[src/rtl/imm_pkg.sv]
// Package: shared format encoding and instruction field positions for
// the immediate builder. Assumes a 32-bit instruction word.
package imm_pkg;

    localparam int INSTR_W = 32;

    // Format codes as seen on the fmt_i port.
    typedef enum logic [1:0] {
        FMT_REGIMM = 2'b00,
        FMT_STORE  = 2'b01,
        FMT_BRANCH = 2'b10,
        FMT_NONE   = 2'b11
    } imm_fmt_e;

    // Bit positions of immediate pieces inside the instruction.
    localparam int SIGN_POS    = 31;
    localparam int HI_FIELD_LO = 25;   // shared bits [30:25]
    localparam int REGIMM_LO   = 20;   // low five bits, register-immediate
    localparam int STORE_LO    = 7;    // low five bits, store and branch
    localparam int LOW_W       = 5;
    localparam int MID_W       = 6;

endpackage

[src/rtl/imm_fmt_decode.sv]
// Module: imm_fmt_decode
// Turns the two-bit format code into the three select lines the slices
// need. Assumes nothing beyond the encoding held in imm_pkg.
module imm_fmt_decode
    import imm_pkg::*;
(
    input  logic [1:0] fmt_i,
    output logic       is_regimm_o,
    output logic       is_branch_o,
    output logic       is_valid_o
);

    imm_fmt_e fmt;

    // Purpose: decode the format code into one flag per needed condition.
    always_comb begin
        fmt         = imm_fmt_e'(fmt_i);
        is_regimm_o = (fmt == FMT_REGIMM);
        is_branch_o = (fmt == FMT_BRANCH);
        is_valid_o  = (fmt != FMT_NONE);
    end

endmodule

[src/rtl/imm_low_slice.sv]
// Module: imm_low_slice
// Builds immediate bits [4:0]. Each bit is a two-way choice between the
// register-immediate position and the store position; bit 0 is forced to
// zero for branches. Assumes the caller masks the result for invalid codes.
module imm_low_slice
    import imm_pkg::*;
#(
    parameter int W = LOW_W
) (
    input  logic [W-1:0] regimm_bits_i,
    input  logic [W-1:0] store_bits_i,
    input  logic         is_regimm_i,
    input  logic         is_branch_i,
    output logic [W-1:0] low_o
);

    // Bit 0 carries the implicit zero of branch offsets.
    // Purpose: three-way choice for the least significant bit.
    always_comb begin
        if (is_regimm_i)      low_o[0] = regimm_bits_i[0];
        else if (is_branch_i) low_o[0] = 1'b0;
        else                  low_o[0] = store_bits_i[0];
    end

    // Remaining bits: one two-way mux each.
    for (genvar b = 1; b < W; b++) begin : g_lowmux
        assign low_o[b] = is_regimm_i ? regimm_bits_i[b] : store_bits_i[b];
    end

endmodule

[src/rtl/imm_high_slice.sv]
// Module: imm_high_slice
// Builds immediate bits [XLEN-1:5]: the shared six-bit field, bit 11
// (sign copy or branch bit), and the sign fill above. Assumes XLEN >= 13.
module imm_high_slice
    import imm_pkg::*;
#(
    parameter int XLEN = 32,
    localparam int OUT_W = XLEN - LOW_W
) (
    input  logic [MID_W-1:0] mid_bits_i,
    input  logic             sign_i,
    input  logic             br_bit11_i,
    input  logic             is_branch_i,
    output logic [OUT_W-1:0] high_o
);

    localparam int FILL_LO = MID_W + 1;   // index of imm bit 12 in high_o

    // Bits [10:5] sit at the same place in every format.
    assign high_o[MID_W-1:0] = mid_bits_i;

    // Bit 11: branch keeps a separate bit; other formats copy the sign.
    assign high_o[MID_W] = is_branch_i ? br_bit11_i : sign_i;

    // Bits 12 and above: sign fill, one wire per bit.
    for (genvar b = FILL_LO; b < OUT_W; b++) begin : g_fill
        assign high_o[b] = sign_i;
    end

endmodule

[src/rtl/rv_imm_builder.sv]
// Module: rv_imm_builder (top)
// Reassembles the sign-extended immediate of a register-immediate, store
// or branch instruction. Purely combinational. Assumes the format code
// comes from an upstream opcode decoder; code 11 yields zero.
module rv_imm_builder
    import imm_pkg::*;
#(
    parameter int XLEN = 32
) (
    input  logic [INSTR_W-1:0] instr_i,
    input  logic [1:0]         fmt_i,
    output logic [XLEN-1:0]    imm_o
);

    logic            is_regimm;
    logic            is_branch;
    logic            is_valid;
    logic [LOW_W-1:0] low_bits;
    logic [XLEN-LOW_W-1:0] high_bits;
    logic            unused_instr_bits;

    // Instruction bits that never feed any immediate.
    assign unused_instr_bits = ^{instr_i[19:12], instr_i[6:0]};

    imm_fmt_decode u_dec (
        .fmt_i       (fmt_i),
        .is_regimm_o (is_regimm),
        .is_branch_o (is_branch),
        .is_valid_o  (is_valid)
    );

    imm_low_slice #(.W(LOW_W)) u_low (
        .regimm_bits_i (instr_i[REGIMM_LO +: LOW_W]),
        .store_bits_i  (instr_i[STORE_LO +: LOW_W]),
        .is_regimm_i   (is_regimm),
        .is_branch_i   (is_branch),
        .low_o         (low_bits)
    );

    imm_high_slice #(.XLEN(XLEN)) u_high (
        .mid_bits_i  (instr_i[HI_FIELD_LO +: MID_W]),
        .sign_i      (instr_i[SIGN_POS]),
        .br_bit11_i  (instr_i[STORE_LO]),
        .is_branch_i (is_branch),
        .high_o      (high_bits)
    );

    // Purpose: join the slices and clear the result for the unused code.
    always_comb begin
        imm_o = is_valid ? {high_bits, low_bits} : '0;
    end

endmodule

[config.mk]
export PLATFORM = sky130hd
export DESIGN_NAME = rv_imm_builder
export DESIGN_NICKNAME = d
export VERILOG_FILES = /design/src/rtl/imm_pkg.sv /design/src/rtl/imm_fmt_decode.sv /design/src/rtl/imm_low_slice.sv /design/src/rtl/imm_high_slice.sv /design/src/rtl/rv_imm_builder.sv
export SDC_FILE = /design/constraint.sdc
export NUM_CORES = 1
export LEC_CHECK = 0
export CORE_AREA = 2 2 39 41
export DETAILED_ROUTE_END_ITERATION = 6
export DIE_AREA = 0 0 41 43
export DONT_BUFFER_PORTS = 1
export PLACE_DENSITY_LB_ADDON = 0.2
export SYNTH_ARGS = -nofsm -noshare
export SYNTH_HDL_FRONTEND = slang
export SYNTH_HIERARCHICAL = 1
export SYNTH_SLANG_ARGS = --single-unit
[constraint.sdc]
create_clock -name vclk -period 3.4
set_input_delay 0.68 -clock vclk [all_inputs]
set_output_delay 0.68 -clock vclk [all_outputs]
set_load 0.05 [all_outputs]
==> flow_metrics.env <==
export IMPL_cts_hold_buf=0
export IMPL_tightest_slew_ns=0.599
export IMPL_routabilityCongestion=0.568
export IMPL_die_h_um=43
export IMPL_fin_util=0.254
export IMPL_rows=14
export IMPL_synth_top_cell_area_share=0.443
export IMPL_grt_pass1_wl_um=862
export IMPL_worstHoldStart="instr_i[25]"
export IMPL_leakage_uw=0.000136
export IMPL_synthTopCellsByArea="and2_2 44%, buf_4 36%, mux2_2 8.3%, clkbuf_2 2.8%, mux2_4 2.8%"
export IMPL_start_util=0.392
export IMPL_final_nets=79
export IMPL_vdd_drop_max_mv=0.0846
export IMPL_drc=0
export IMPL_use_met1=0.0696
export IMPL_grt_max_degree=33
export IMPL_postRouteAntennaNets=0
export IMPL_synth_compound_area_frac=0.00924
export IMPL_synth_mux_area_frac=0.111
export IMPL_synth_top_family_by_area="simple AND/OR/NAND/NOR gates"
export IMPL_slowest_stage="mux2_2"
export IMPL_critPathMaxStageDelay_ns=0.38
export IMPL_maxCapViolCount=0
export IMPL_grt_busiest_layer="met2"
export IMPL_vias_per_cell=4.95
export IMPL_crit_family="simple AND/OR/NAND/NOR gates"
export IMPL_final_cell_mix="32 x and2_2, 4 x mux2_2, 2 x nand2_1"
export IMPL_fmax_ghz=0.430
export IMPL_cp_cell_sequence="nor2_1 -> mux2_2 -> and2_2"
export IMPL_end_kind="output port"
export IMPL_whs_ns=1.63
export IMPL_diodes=0
export IMPL_numPortBuffers=0
export IMPL_relSlewSlack=0.600
export IMPL_synthAdderAreaFrac=0
export IMPL_cts_resized_gates=0
export IMPL_synth_cells=72
export IMPL_core_um2=1380
export IMPL_grtUsageTotal=0.0639
export IMPL_ys_types=10
export IMPL_hpwl_um=529
export IMPL_critPathArrivalTime_ns=1.65
export IMPL_seq_area_frac_synth=0
export IMPL_postSynthAreaPerCell_um2=7.52
export IMPL_drt_first_iter_violations=3
export IMPL_ios=66
export IMPL_post_cts_repair_setup_buffers=0
export IMPL_firstDrtPassIters=2
export IMPL_min_period_ns=2.33
export IMPL_wl_per_cell_um=10.9
export IMPL_grt_pass1_vias=208
export IMPL_min_path_type="input pin to output port"
export IMPL_overflow=0
export IMPL_worstSetupPathType="input pin to output port"
export IMPL_drv_slew=0
export IMPL_ys_warn_count=6
export IMPL_design_die_area_um2=1760
export IMPL_cp_start_kind="input pin"
export IMPL_met3_usage=0.0105
export IMPL_drive_gt1_frac=0.884
export IMPL_power_density_nw_per_um2=380
export IMPL_finalCritPeriodShare=0.684
export IMPL_worstPathMaxFanout=6
export IMPL_grtUsageMet2=0.125
export IMPL_crit_buf_inv=0
export IMPL_dieWidth_um=41
export IMPL_synth_area_um2=542
export IMPL_seq_cells=0
export IMPL_grt_antenna_before_repair=0
export IMPL_synthSimpleGateAreaFrac=0.492
export IMPL_final_clkbuf_count=0
export IMPL_wl_um=643
export IMPL_tns_ns=0
export IMPL_synth_top_cell_by_area="and2_2"
export IMPL_required_ns=2.72
export IMPL_final_setup_viol_count=0
export IMPL_hold_viol=0
export IMPL_final_common_cell="and2_2"
export IMPL_layout_area_seq_um2=0
export IMPL_synth_xor_area_frac=0
export IMPL_synth_nets=106
export IMPL_vias=292
export IMPL_min_to="imm_o[5]"
export IMPL_hold_depth=1
export IMPL_outcome="completed"
export IMPL_rsz0062_at_grt="false"
export IMPL_area_growth_pct=-35.1
how the worst max path moves through the flow:
stage             start       end  cells after the start
3_5_place_dp   fmt_i[1]  imm_o[1]                      3
3_3_place_gp   fmt_i[1]  imm_o[1]                      3
5_1_grt        fmt_i[1]  imm_o[1]                      3
4_1_cts        fmt_i[1]  imm_o[1]                      3
2_1_floorplan  fmt_i[1]  imm_o[1]                      3
6_report       fmt_i[1]  imm_o[1]                      3
per-layer routing:
metal	share of wire	wire, µm
met5	0	0
met1	0.32	203
met3	0.22	142
met2	0.46	298
met4	0	0
area by class of cell:
class              count  area [µm²]
fillers              144        1030
well taps             16        20.0
multi-input cells     43         332
through the flow:
step	total power [µW]	setup WS, ns	area (µm²)	instances
after detailed placement	135	1.05	352	59
after floorplan	152	1.13	542	72
after global routing	139	0.967	352	59
after CTS	135	1.06	352	59
final	134	1.07	352	59
after global placement	134	1.05	352	59
synth_stat cells:
cell,number
nor2b_2,1
o21ai_0,1
nand2b_1,1
mux2_4,1
nand2_1,2
mux2_2,4
and2_2,32
nor2_1,1
buf_4,26
clkbuf_2,3
power breakdown:
part	total (µW)	internal (µW)	switching (µW)
clock	0	0	0
combinational	134	25.6	108
sequential	0	0	0
logic make-up after synthesis:
logic type	after synthesis
muxes	5
AOI/OAI and AO/OA	1
buffers and inverters	29
and+or+nand+nor	37
Note: power is estimated with default switching activity, not from simulation.
